==> config.mk <==
export PLATFORM = sky130hd
export DESIGN_NAME = serial_rx_unit
export DESIGN_NICKNAME = d
export VERILOG_FILES = /design/src/rtl/rxu_pkg.sv /design/src/rtl/rxu_line_sampler.sv /design/src/rtl/rxu_frame_fsm.sv /design/src/rtl/rxu_hold_buffer.sv /design/src/rtl/serial_rx_unit.sv
export SDC_FILE = /design/constraint.sdc
export NUM_CORES = 1
export LEC_CHECK = 0
export BUFFER_PORTS_ARGS = -buffer_cell sky130_fd_sc_hd__buf_4
export CELL_PAD_IN_SITES_DETAIL_PLACEMENT = 1
export CELL_PAD_IN_SITES_GLOBAL_PLACEMENT = 1
export CORE_UTILIZATION = 46
export DETAILED_ROUTE_END_ITERATION = 10
export PLACE_DENSITY_LB_ADDON = 0.1
export RECOVER_POWER = 25
export SKIP_LAST_GASP = 1
export SLEW_MARGIN = 40
export SYNTH_ARGS = -nofsm -noshare
export SYNTH_HDL_FRONTEND = slang
export SYNTH_SLANG_ARGS = --single-unit
==> constraint.sdc <==
create_clock -name clk -period 4.5 [get_ports clk]
set_input_delay 0.45 -clock clk [delete_from_list [all_inputs] [get_ports clk]]
set_output_delay 0.45 -clock clk [all_outputs]
set_load 0.03 [all_outputs]
==> src/rtl/rxu_pkg.sv <==
// Package rxu_pkg: types and helpers shared by the receiver modules.
// Assumes a character of at most CHAR_MAX bits.
package rxu_pkg;

    parameter int unsigned CHAR_MAX = 9;

    // Static frame options that the datapath reads.
    typedef struct packed {
        logic [1:0] len;
        logic       par_en;
        logic       par_odd;
        logic       two_stop;
        logic       msb_first;
        logic       data_inv;
    } rxu_cfg_t;

    // Converts the length code into a bit count (codes 2 and 3 both mean 9).
    function automatic logic [3:0] char_bits(input logic [1:0] code);
        case (code)
            2'd0:    return 4'd7;
            2'd1:    return 4'd8;
            default: return 4'd9;
        endcase
    endfunction

endpackage

==> src/rtl/rxu_line_sampler.sv <==
// Module rxu_line_sampler: applies the pin polarity option, synchronizes the
// input and flags a high-to-low change seen on an oversampling tick.
// Assumes rxd_pin is asynchronous to clk and that os_tick lasts one clock.
module rxu_line_sampler #(
    parameter int unsigned SYNC_STAGES = 2
) (
    input  logic clk,
    input  logic rst_n,
    input  logic os_tick,
    input  logic rxd_pin,
    input  logic line_inv,
    output logic line_o,
    output logic fall_o
);

    logic [SYNC_STAGES-1:0] sync_q;
    logic                   prev_hi_q;

    // Synchronizer chain. The polarity is applied first, so the logical idle level is high.
    always_ff @(posedge clk) begin
        if (!rst_n) sync_q <= '1;
        else        sync_q <= {sync_q[SYNC_STAGES-2:0], rxd_pin ^ line_inv};
    end

    assign line_o = sync_q[SYNC_STAGES-1];

    // Keeps the line level seen at the previous tick, for edge detection.
    always_ff @(posedge clk) begin
        if (!rst_n)       prev_hi_q <= 1'b1;
        else if (os_tick) prev_hi_q <= line_o;
    end

    assign fall_o = os_tick & prev_hi_q & ~line_o;

endmodule

==> src/rtl/rxu_frame_fsm.sv <==
// Module rxu_frame_fsm: the frame sequencer. It validates the start bit,
// samples payload and stop bits at mid-bit, accumulates parity, and marks a
// frame as dropped when the buffer is still full at the bit before the last stop bit.
// Assumes the cfg fields stay constant while a frame is in progress.
module rxu_frame_fsm
    import rxu_pkg::*;
#(
    parameter int unsigned OSR = 16
) (
    input  logic                clk,
    input  logic                rst_n,
    input  logic                os_tick,
    input  logic                rx_en,
    input  rxu_cfg_t            cfg,
    input  logic                line_i,
    input  logic                fall_i,
    input  logic                buf_full_i,
    output logic                done_o,
    output logic                drop_o,
    output logic                ovr_hit_o,
    output logic [CHAR_MAX-1:0] char_o,
    output logic                fe_o,
    output logic                pe_o
);

    localparam int unsigned    CW   = $clog2(OSR);
    localparam logic [CW-1:0]  MID  = CW'(OSR / 2 - 1);
    localparam logic [CW-1:0]  LAST = CW'(OSR - 1);

    typedef enum logic [1:0] {ST_IDLE, ST_START, ST_PAYLOAD, ST_STOP} rx_state_e;

    rx_state_e           state;
    logic [CW-1:0]       cnt;
    logic [3:0]          bit_idx;
    logic                stop_idx;
    logic                par_acc;
    logic                ovr_mark;
    logic                fe_acc;
    logic [CHAR_MAX-1:0] shreg;
    logic [3:0]          nchar, npay, pos;
    logic                bit_v, mid_hit, end_hit;

    // Derives the bit counts, the target bit position and the sample strobes.
    always_comb begin
        nchar   = char_bits(cfg.len);
        npay    = nchar + {3'b000, cfg.par_en};
        pos     = cfg.msb_first ? (nchar - 4'd1 - bit_idx) : bit_idx;
        bit_v   = line_i ^ cfg.data_inv;
        mid_hit = os_tick && (cnt == MID);
        end_hit = os_tick && (cnt == LAST);
    end

    // Frame state machine. It advances on oversampling ticks.
    always_ff @(posedge clk) begin
        if (!rst_n) begin
            state     <= ST_IDLE;
            cnt       <= '0;
            bit_idx   <= '0;
            stop_idx  <= 1'b0;
            par_acc   <= 1'b0;
            ovr_mark  <= 1'b0;
            fe_acc    <= 1'b0;
            shreg     <= '0;
            done_o    <= 1'b0;
            drop_o    <= 1'b0;
            ovr_hit_o <= 1'b0;
            fe_o      <= 1'b0;
            pe_o      <= 1'b0;
        end else begin
            done_o    <= 1'b0;
            ovr_hit_o <= 1'b0;
            if (!rx_en) begin
                state <= ST_IDLE;
            end else if (os_tick) begin
                unique case (state)
                    ST_IDLE: begin
                        if (fall_i) begin
                            state <= ST_START;
                            cnt   <= '0;
                        end
                    end
                    ST_START: begin
                        cnt <= cnt + 1'b1;
                        if (mid_hit && line_i) begin
                            state <= ST_IDLE;
                        end else if (end_hit) begin
                            state    <= ST_PAYLOAD;
                            cnt      <= '0;
                            bit_idx  <= '0;
                            stop_idx <= 1'b0;
                            par_acc  <= 1'b0;
                            ovr_mark <= 1'b0;
                            fe_acc   <= 1'b0;
                            shreg    <= '0;
                        end
                    end
                    ST_PAYLOAD: begin
                        cnt <= cnt + 1'b1;
                        if (mid_hit) begin
                            par_acc <= par_acc ^ bit_v;
                            if (bit_idx < nchar) shreg[pos] <= bit_v;
                        end
                        if (end_hit) begin
                            cnt <= '0;
                            if (bit_idx == npay - 4'd1) begin
                                state <= ST_STOP;
                                if (!cfg.two_stop) begin
                                    ovr_mark  <= buf_full_i;
                                    ovr_hit_o <= buf_full_i;
                                end
                            end else begin
                                bit_idx <= bit_idx + 4'd1;
                            end
                        end
                    end
                    ST_STOP: begin
                        cnt <= cnt + 1'b1;
                        if (mid_hit && (stop_idx == cfg.two_stop)) begin
                            done_o <= 1'b1;
                            drop_o <= ovr_mark;
                            fe_o   <= fe_acc | ~line_i;
                            pe_o   <= cfg.par_en && (par_acc != cfg.par_odd);
                            state  <= ST_IDLE;
                        end else if (mid_hit) begin
                            fe_acc <= fe_acc | ~line_i;
                        end
                        if (end_hit) begin
                            cnt       <= '0;
                            stop_idx  <= 1'b1;
                            ovr_mark  <= buf_full_i;
                            ovr_hit_o <= buf_full_i;
                        end
                    end
                    default: state <= ST_IDLE;
                endcase
            end
        end
    end

    assign char_o = shreg;

    AST_DISABLE_FORCES_IDLE: assert property (@(posedge clk) disable iff (!rst_n)
        !rx_en |=> state == ST_IDLE);

    AST_FALSE_START_ABORTS: assert property (@(posedge clk) disable iff (!rst_n)
        (rx_en && state == ST_START && mid_hit && line_i) |=> state == ST_IDLE);

    AST_DONE_FOLLOWS_STOP: assert property (@(posedge clk) disable iff (!rst_n)
        done_o |-> $past(state) == ST_STOP);

endmodule

==> src/rtl/rxu_hold_buffer.sv <==
// Module rxu_hold_buffer: the one-entry receive buffer with its error flags,
// the interrupt pulse and the ready-to-send output.
// Assumes done_i, drop_i and ovr_hit_i are single-cycle pulses from the sequencer.
module rxu_hold_buffer
    import rxu_pkg::*;
(
    input  logic                clk,
    input  logic                rst_n,
    input  logic                rx_en,
    input  logic                rd_i,
    input  logic                done_i,
    input  logic                drop_i,
    input  logic                ovr_hit_i,
    input  logic [CHAR_MAX-1:0] char_i,
    input  logic                fe_i,
    input  logic                pe_i,
    output logic [CHAR_MAX-1:0] data_o,
    output logic                full_o,
    output logic                irq_o,
    output logic                ovr_o,
    output logic                fe_o,
    output logic                pe_o,
    output logic                sum_o,
    output logic                rts_n_o
);

    logic [CHAR_MAX-1:0] n_data;
    logic                n_full, n_ovr, n_fe, n_pe, n_irq;

    // Next-state logic. A read clears first, and a new event then sets.
    always_comb begin
        n_data = data_o;
        n_full = full_o;
        n_ovr  = ovr_o;
        n_fe   = fe_o;
        n_pe   = pe_o;
        n_irq  = 1'b0;
        if (rd_i) begin
            n_full = 1'b0;
            n_ovr  = 1'b0;
            n_fe   = 1'b0;
            n_pe   = 1'b0;
        end
        if (ovr_hit_i) n_ovr = 1'b1;
        if (done_i && !drop_i) begin
            n_data = char_i;
            n_full = 1'b1;
            n_fe   = fe_i;
            n_pe   = pe_i;
            n_irq  = 1'b1;
        end
    end

    // Buffer and flag registers. The sum flag is registered on its own.
    always_ff @(posedge clk) begin
        if (!rst_n) begin
            data_o <= '0;
            full_o <= 1'b0;
            ovr_o  <= 1'b0;
            fe_o   <= 1'b0;
            pe_o   <= 1'b0;
            sum_o  <= 1'b0;
            irq_o  <= 1'b0;
        end else begin
            data_o <= n_data;
            full_o <= n_full;
            ovr_o  <= n_ovr;
            fe_o   <= n_fe;
            pe_o   <= n_pe;
            sum_o  <= n_ovr | n_fe | n_pe;
            irq_o  <= n_irq;
        end
    end

    assign rts_n_o = ~(rx_en & ~full_o);

    AST_IRQ_WITH_FULL: assert property (@(posedge clk) disable iff (!rst_n)
        irq_o |-> full_o);

    AST_NO_IRQ_ON_DROP: assert property (@(posedge clk) disable iff (!rst_n)
        (done_i && drop_i) |=> !irq_o);

    AST_SUM_TRACKS_FLAGS: assert property (@(posedge clk) disable iff (!rst_n)
        sum_o == (ovr_o | fe_o | pe_o));

    AST_RTS_HIGH_WHEN_FULL: assert property (@(posedge clk) disable iff (!rst_n)
        full_o |-> rts_n_o);

    AST_READ_CLEARS: assert property (@(posedge clk) disable iff (!rst_n)
        (rd_i && !done_i && !ovr_hit_i) |=> (!full_o && !sum_o));

endmodule

==> src/rtl/serial_rx_unit.sv <==
// Module serial_rx_unit: top of the oversampled asynchronous receiver.
// It connects the line sampler, the frame sequencer and the hold buffer.
// Assumes os_tick runs at OSR times the bit rate, with each strobe one clock long.
module serial_rx_unit
    import rxu_pkg::*;
#(
    parameter int unsigned OSR         = 16,
    parameter int unsigned SYNC_STAGES = 2
) (
    input  logic       clk,
    input  logic       rst_n,
    input  logic       os_tick,
    input  logic       rx_en,
    input  logic       rxd_pin,
    input  logic [1:0] cfg_len,
    input  logic       cfg_par_en,
    input  logic       cfg_par_odd,
    input  logic       cfg_two_stop,
    input  logic       cfg_msb_first,
    input  logic       cfg_data_inv,
    input  logic       cfg_line_inv,
    input  logic       rd_strobe,
    output logic [8:0] rx_data,
    output logic       rx_full,
    output logic       rx_irq,
    output logic       err_overrun,
    output logic       err_frame,
    output logic       err_parity,
    output logic       err_sum,
    output logic       rts_n
);

    rxu_cfg_t            cfg;
    logic                line, fall;
    logic                done, drop, ovr_hit, fe, pe;
    logic [CHAR_MAX-1:0] chr;

    // Gathers the static options into one struct.
    always_comb begin
        cfg.len       = cfg_len;
        cfg.par_en    = cfg_par_en;
        cfg.par_odd   = cfg_par_odd;
        cfg.two_stop  = cfg_two_stop;
        cfg.msb_first = cfg_msb_first;
        cfg.data_inv  = cfg_data_inv;
    end

    rxu_line_sampler #(.SYNC_STAGES(SYNC_STAGES)) u_sampler (
        .clk      (clk),
        .rst_n    (rst_n),
        .os_tick  (os_tick),
        .rxd_pin  (rxd_pin),
        .line_inv (cfg_line_inv),
        .line_o   (line),
        .fall_o   (fall)
    );

    rxu_frame_fsm #(.OSR(OSR)) u_fsm (
        .clk        (clk),
        .rst_n      (rst_n),
        .os_tick    (os_tick),
        .rx_en      (rx_en),
        .cfg        (cfg),
        .line_i     (line),
        .fall_i     (fall),
        .buf_full_i (rx_full),
        .done_o     (done),
        .drop_o     (drop),
        .ovr_hit_o  (ovr_hit),
        .char_o     (chr),
        .fe_o       (fe),
        .pe_o       (pe)
    );

    rxu_hold_buffer u_buf (
        .clk       (clk),
        .rst_n     (rst_n),
        .rx_en     (rx_en),
        .rd_i      (rd_strobe),
        .done_i    (done),
        .drop_i    (drop),
        .ovr_hit_i (ovr_hit),
        .char_i    (chr),
        .fe_i      (fe),
        .pe_i      (pe),
        .data_o    (rx_data),
        .full_o    (rx_full),
        .irq_o     (rx_irq),
        .ovr_o     (err_overrun),
        .fe_o      (err_frame),
        .pe_o      (err_parity),
        .sum_o     (err_sum),
        .rts_n_o   (rts_n)
    );

endmodule

Word-level counts from Yosys, hierarchy flattened
Index checks and enable logic that the tools add are counted.

word-level totals
  logic and storage cells = 148
  register bits = 46
  input port bits = 14
  output and inout bits = 16

cells by class
  muxes and demuxes = 55
  eq/ne operators = 23
  $add $sub $neg = 6
  bitwise gates (word level) = 12
  $lt $le $gt $ge = 3
  reductions and logical operators = 27

operators by type and width
  operator               number
  $mux W9                4
  $mux W4                8
  $mux W1                25
  $reduce_and A7 Y1      3
  $pmux W9 S2            1
  $reduce_and A6 Y1      3
  $ne A2 B1 Y1 const B   8
  $pmux W4 S2            2
  $mux W2                6
  $pmux W4 S3            1
  $ne A2 B2 Y1 const B   5
  $bwmux W9              1
  $reduce_and A9 Y1      1
  $add A4 B1 Y4 const B  2
  $pmux W1 S2            4
  $pmux W2 S4            1
  $reduce_and A4 Y1      2
  $sub A4 B1 Y4 const B  2
  $logic_and A1 B1 Y1    7
  $reduce_and A3 Y1      2
  $reduce_bool A2 Y1     3
  $lt A4 B5 Y1 const B   1
  $add A4 B1 Y4          1
  $demux W1 S4           1
  other kinds (21)       32

Logic depth before layout (Yosys ltp)
  depth in word-level cells = 13
  depth in mapped cells = 11
  depth with buffers taken out = 11

By module
Synthesis repeated with hierarchy kept, for this count alone.

second synthesis, totals
  cells, all modules = 311
  area, all modules = 2572.5 um2

by module, submodules not included
  module            sequential area each (um2)  area an instance (um2)  cells each  instances
  rxu_frame_fsm     560.5                       1941.9                  240         1
  rxu_hold_buffer   300.3                       528.0                   62          1
  rxu_line_sampler  60.1                        102.6                   9           1

Worst setup path after synthesis
OpenSTA, ideal clock, no wires.

  path type = input port to flip-flop
  from = input port cfg_len[0]
  to = register u_fsm.shreg[3] (netlist: u_fsm.char_o[3])
  slack = 2.113 ns
  stages on the path = 8
  path buffers = 0
  setup time = 0.062 ns
  required time = 4.438 ns
  arrival time = 2.325 ns
  cell sequence = or2_2 > ha_1 > ha_1 > or3_4 > a31oi_4 > nand2_2 > or3_1 > nand3_1

on the way
  word-level cells in the longest chain between the ends = 13
  elaborated cells between the ends (all ways) = 18
  classes of those cells = 2 x add/sub; 3 x order compare; 2 x eq/ne; 8 x mux; 3 x reduce/logical

ends and longest elaborated chain
  what                                                                       line                  source
  start: declaration                                                         serial_rx_unit.sv:15  input logic [1:0] cfg_len,
  $eq A2 B1 Y1 / $logic_not A2 Y1 (equally long branches)                    rxu_pkg.sv:19         case (code)
  $pmux W4 S2 (*)                                                            rxu_pkg.sv:19
  $sub A4 B1 Y4                                                              rxu_frame_fsm.sv:47   pos = cfg.msb_first ? (nchar - 4'd1 - bit_idx) : bit_idx;
  $sub A4 B4 Y4                                                              rxu_frame_fsm.sv:47
  $mux W4                                                                    rxu_frame_fsm.sv:47
  $lt A4 B5 Y1 (not written as such) / $ge A4 B1 Y1 (equally long branches)  rxu_frame_fsm.sv:101  if (bit_idx < nchar) shreg[pos] <= bit_v;
  $logic_and A1 B1 Y1 (not written as such)                                  rxu_frame_fsm.sv:101
  $mux W1 (not written as such)                                              rxu_frame_fsm.sv:101
  $demux W1 S4                                                               n/a
  $bwmux W9                                                                  rxu_frame_fsm.sv:101
  $mux W9                                                                    rxu_frame_fsm.sv:101
  $mux W9                                                                    rxu_frame_fsm.sv:99   if (mid_hit) begin
  $pmux W9 S2                                                                rxu_frame_fsm.sv:75   unique case (state)
  end signal: indexed assignment                                             rxu_frame_fsm.sv:101
  end: declaration                                                           rxu_frame_fsm.sv:39   logic [CHAR_MAX-1:0] shreg;

Mark *: on every way between the ends. The rest lies on a longest branch, timed or not. The select of a mux whose other input is x is not followed.
A chain may end at the register's enable or synchronous reset.

Worst setup path after layout
  from = register u_fsm.bit_idx[1]
  to = register u_fsm.shreg[8] (netlist: u_fsm.char_o[8])

on the way
  word-level cells in the longest chain between the ends = 10
  elaborated cells between the ends (all ways) = 14
  classes of those cells = 1 x add/sub; 3 x order compare; 1 x eq/ne; 7 x mux; 2 x reduce/logical

ends and longest elaborated chain
  what                                                                       line                  source
  start: declaration                                                         rxu_frame_fsm.sv:34   logic [3:0] bit_idx;
  start signal: assignment                                                   rxu_frame_fsm.sv:112  bit_idx <= bit_idx + 4'd1;
  $sub A4 B4 Y4                                                              rxu_frame_fsm.sv:47
  $mux W4                                                                    rxu_frame_fsm.sv:47
  $lt A4 B5 Y1 (not written as such) / $ge A4 B1 Y1 (equally long branches)  rxu_frame_fsm.sv:101
  $logic_and A1 B1 Y1 (not written as such)                                  rxu_frame_fsm.sv:101
  $mux W1 (not written as such)                                              rxu_frame_fsm.sv:101
  $demux W1 S4                                                               n/a
  $bwmux W9                                                                  rxu_frame_fsm.sv:101
  $mux W9                                                                    rxu_frame_fsm.sv:101
  $mux W9                                                                    rxu_frame_fsm.sv:99
  $pmux W9 S2                                                                rxu_frame_fsm.sv:75

Parallel ways exist; a longest one is shown, timed or not. The select of a mux whose other input is x is not followed.

==> metrics.log <==
INFO  metric tmin_final = 2.48 ns
INFO  metric final-setup-viol-count = 0
INFO  metric max_cap_viol_count = 0
INFO  metric synth_async_sr_flop_share = 0
INFO  metric cp_slowest_stage_delay = 0.61 ns
INFO  metric filler_cell_count = 653
INFO  metric number_of_warnings_printed_during_yosys_synthesis = 0
INFO  metric vdd_ir_drop_max = 106 uV
INFO  metric number_of_buffers_inserted_by_post_cts_setup_repair = 0
INFO  metric buffers_from_clock_root_to_sink_at_most = 2
INFO  metric first_global_vias = 2,246
INFO  metric dr.pass1.iters = 4
INFO  metric drive_above_1_share = 0.134
INFO  metric place.port_buffers = 29
INFO  metric crit_fanout = 11
INFO  metric maxSlewHeadroom = 0.360
INFO  metric static-leakage-power = 1.05 nW
INFO  metric detailed_place_hpwl = 4580 um
INFO  metric route.antenna.remaining_nets = 0
INFO  metric finalHoldWorstSlack = 0.369 ns
INFO  metric post_cts_hold_buffer_count = 0
INFO  metric postLayoutCellArea = 0.00284 mm2
INFO  metric outcome = completed
INFO  metric worstSetupEndpointType = flop
INFO  metric vias_per_cell = 5.52
INFO  metric remaining_drc_errors = 0
INFO  metric clock.fmax = 404 MHz
INFO  metric crit_top_cell = sky130_fd_sc_hd__ha_1
INFO  metric grtUsageTotal = 0.226
INFO  metric synth_area_per_cell = 8.14 um2
INFO  metric antenna_found_initial = 0
INFO  metric regToRegSetupSlack = 2.02 ns
INFO  metric cp_slowest_cell = sky130_fd_sc_hd__dfxtp_1
INFO  metric worst_slew_pin_slew = 0.958 ns
INFO  metric finalWeightedCongestion = 0.855
INFO  metric dominantRegCellSynth = sky130_fd_sc_hd__dfxtp_1
INFO  metric period_share = 0.550
INFO  metric total_negative_slack = 0 ns
INFO  metric cts.reportedPaths.clkPinSlew = 0.09 ns
INFO  metric startpoint_type = flop
INFO  metric drt_iter0_markers = 79
INFO  metric cts_tree = done
INFO  metric postPlaceCellArea = 0.00278 mm2
INFO  metric synth_top_cell_area_share = 0.361
INFO  metric vias = 2,247
INFO  metric most_common_cell_after_layout_fill_and_taps_aside = sky130_fd_sc_hd__dfxtp_1
INFO  metric aggregate_routed_wire_length = 6150 um
INFO  metric final_max_slew_viol_count = 0
INFO  metric synth_cell_types = 60
INFO  metric fp.dieH = 76.4 um
INFO  metric clock-root-buffer = sky130_fd_sc_hd__clkbuf_8
INFO  metric numCtsBuffers = 5
INFO  metric floorplan.initialDensity = 0.490
INFO  metric postSynthRegisterBits = 46
INFO  metric floorplan.rows = 26
INFO  metric skew = 0.00610 ns
INFO  metric synth.yosys.seq_area_share = 0.361
INFO  metric area_growth_syn_to_layout = 11.6%
INFO  metric totalPowerFinal = 0.769 mW
INFO  metric synth_largest_area_cell = sky130_fd_sc_hd__dfxtp_1
INFO  metric grt_pass1_wl = 10,600 um
INFO  metric worst-endpoint-arrival = 2.71 ns
INFO  metric grt_start_max_net_pins = 31
INFO  metric power_density_of_the_placed_cells = 270 mW/mm2
INFO  metric layout_common_cells = 46 x sky130_fd_sc_hd__dfxtp_1, 38 x sky130_fd_sc_hd__nand2_1, 32 x sky130_fd_sc_hd__a21oi_1
INFO  metric path_class = flop to flop
INFO  metric path_buf_inv = 0
INFO  metric postSynthCellCount = 313
INFO  metric avgRoutedWirePerCell = 15.1 um
INFO  metric finalHoldViolCount = 0
INFO  metric critPathTopFamily = simple AND/OR/NAND/NOR gates
INFO  metric core-area = 0.00520 mm2
INFO  metric synth_area_leaders = sky130_fd_sc_hd__dfxtp_1 36%, sky130_fd_sc_hd__a21oi_1 6.3%, sky130_fd_sc_hd__nand2_1 5.6%
INFO  metric worstHoldPathType = input port to flop
INFO  metric layout_nets = 360
INFO  metric mappedNetlistArea = 0.00255 mm2
INFO  metric io_pins = 30
INFO  metric layout.cells.non_filler = 407
INFO  metric die_area = 0.00584 mm2
INFO  metric dp_cells = 399
INFO  metric cp_data_required_time = 4.73 ns
INFO  metric cts.repair.resized = 0
INFO  metric cts.sink_count = 46
INFO  metric die_width = 76.4 um
INFO  metric setup_repair_after_global_routing_missed_its_margin = false
INFO  metric clock_tree.htree_level_count = 2
INFO  metric insertedDiodeCount = 0
INFO  metric clock_latency = 0.30 ns
INFO  metric number_of_enable_type_register_cells_in_the_synthesized_netlist = 0
INFO  metric crit_chain = ha_1 > ha_1 > or3_4 > a31oi_4 > nand2_2 > nor3_1 > mux2i_1
INFO  metric net_count_after_synthesis = 337
INFO  metric grt-ovfl-total = 0
-- worst register-to-register path, cell delays in order (launching register included) --
cell and delay, ns:
sky130_fd_sc_hd__dfxtp_1 0.61, sky130_fd_sc_hd__ha_1 0.35, sky130_fd_sc_hd__ha_1 0.23, sky130_fd_sc_hd__or3_4 0.41, sky130_fd_sc_hd__a31oi_4 0.24, sky130_fd_sc_hd__nand2_2 0.12
sky130_fd_sc_hd__nor3_1 0.24, sky130_fd_sc_hd__mux2i_1 0.22
-- cell families (layout without fill, tap and decap cells) --
kind of cell    count (synthesis)  after routing  share of synthesized area
compound gates                 71             71                      0.177
xor+xnor                       10             10                     0.0344
fa+ha+maj                      10             10                     0.0491
buf+inv                        28             52                     0.0510
flops                          46             46                      0.361
mux                             6              6                     0.0241
simple gates                  142            142                      0.303
-- area by class of cell --
type	count	area (um2)	area share
clock inverters	1	8.76	0.00308
well taps	70	87.6	0.0308
flip-flops and latches	46	921	0.324
repair buffers	29	176	0.0620
clock buffers	7	96.3	0.0339
inverters	15	56.3	0.0198
multi-input cells	239	1500	0.527
-- state kept, by name, indices dropped and copies added, names as in the netlist, 2 cells and up, named ones only --
name	count
u_buf.data_o	9
u_fsm.bit_idx	4
u_fsm.char_o	9
u_fsm.cnt	4
u_sampler.sync_q	2
-- final timing paths --
check	start	endpoint	cells past startpoint
setup / recovery	u_fsm.bit_idx[1]	u_fsm.char_o[8]	7
setup reg to reg	u_fsm.bit_idx[1]	u_fsm.char_o[8]	7
hold / removal	rxd_pin	u_sampler.sync_q[0]	3
hold reg to reg	u_sampler.sync_q[0]	u_sampler.sync_q[1]	1
-- routing by layer --
metal	wire length [um]	up-vias	global-route usage
li1	-	1147	-
met1	3100	1071	0.299
met2	2860	27	0.383
met3	168	2	0.0335
met4	22	0	0.0577
met5	0	-	0
-- report_power, final --
part	total, mW	switching (mW)	internal [mW]
combinational	0.0720	0.0438	0.0283
clock	0.286	0.145	0.141
sequential	0.411	0.00223	0.409
-- stage by stage --
stage / setup slack [ns] / utilization
5_1_grt: 1.83 / 0.546
4_1_cts: 2.06 / 0.554
6_report: 2.02 / 0.546
2_1_floorplan: 2.11 / -
3_3_place_gp: 1.90 / 0.534
3_5_place_dp: 1.81 / 0.534
-- Yosys cell counts (4+ instances only) --
library cell               count
sky130_fd_sc_hd__a21oi_1      32
sky130_fd_sc_hd__a31oi_1       4
sky130_fd_sc_hd__clkbuf_1      6
sky130_fd_sc_hd__dfxtp_1      46
sky130_fd_sc_hd__ha_1         10
sky130_fd_sc_hd__inv_1        15
sky130_fd_sc_hd__mux2i_1       5
sky130_fd_sc_hd__nand2_1      38
sky130_fd_sc_hd__nand2b_1      8
sky130_fd_sc_hd__nand3_1      13
sky130_fd_sc_hd__nor2_1       30
sky130_fd_sc_hd__nor2b_1       6
sky130_fd_sc_hd__nor3_1        8
sky130_fd_sc_hd__nor3_2        4
sky130_fd_sc_hd__o211ai_1      5
sky130_fd_sc_hd__o21ai_0       9
sky130_fd_sc_hd__or3_1         5
sky130_fd_sc_hd__xnor2_1       5
sky130_fd_sc_hd__xor2_1        5
(Power assumes the default switching activity.)
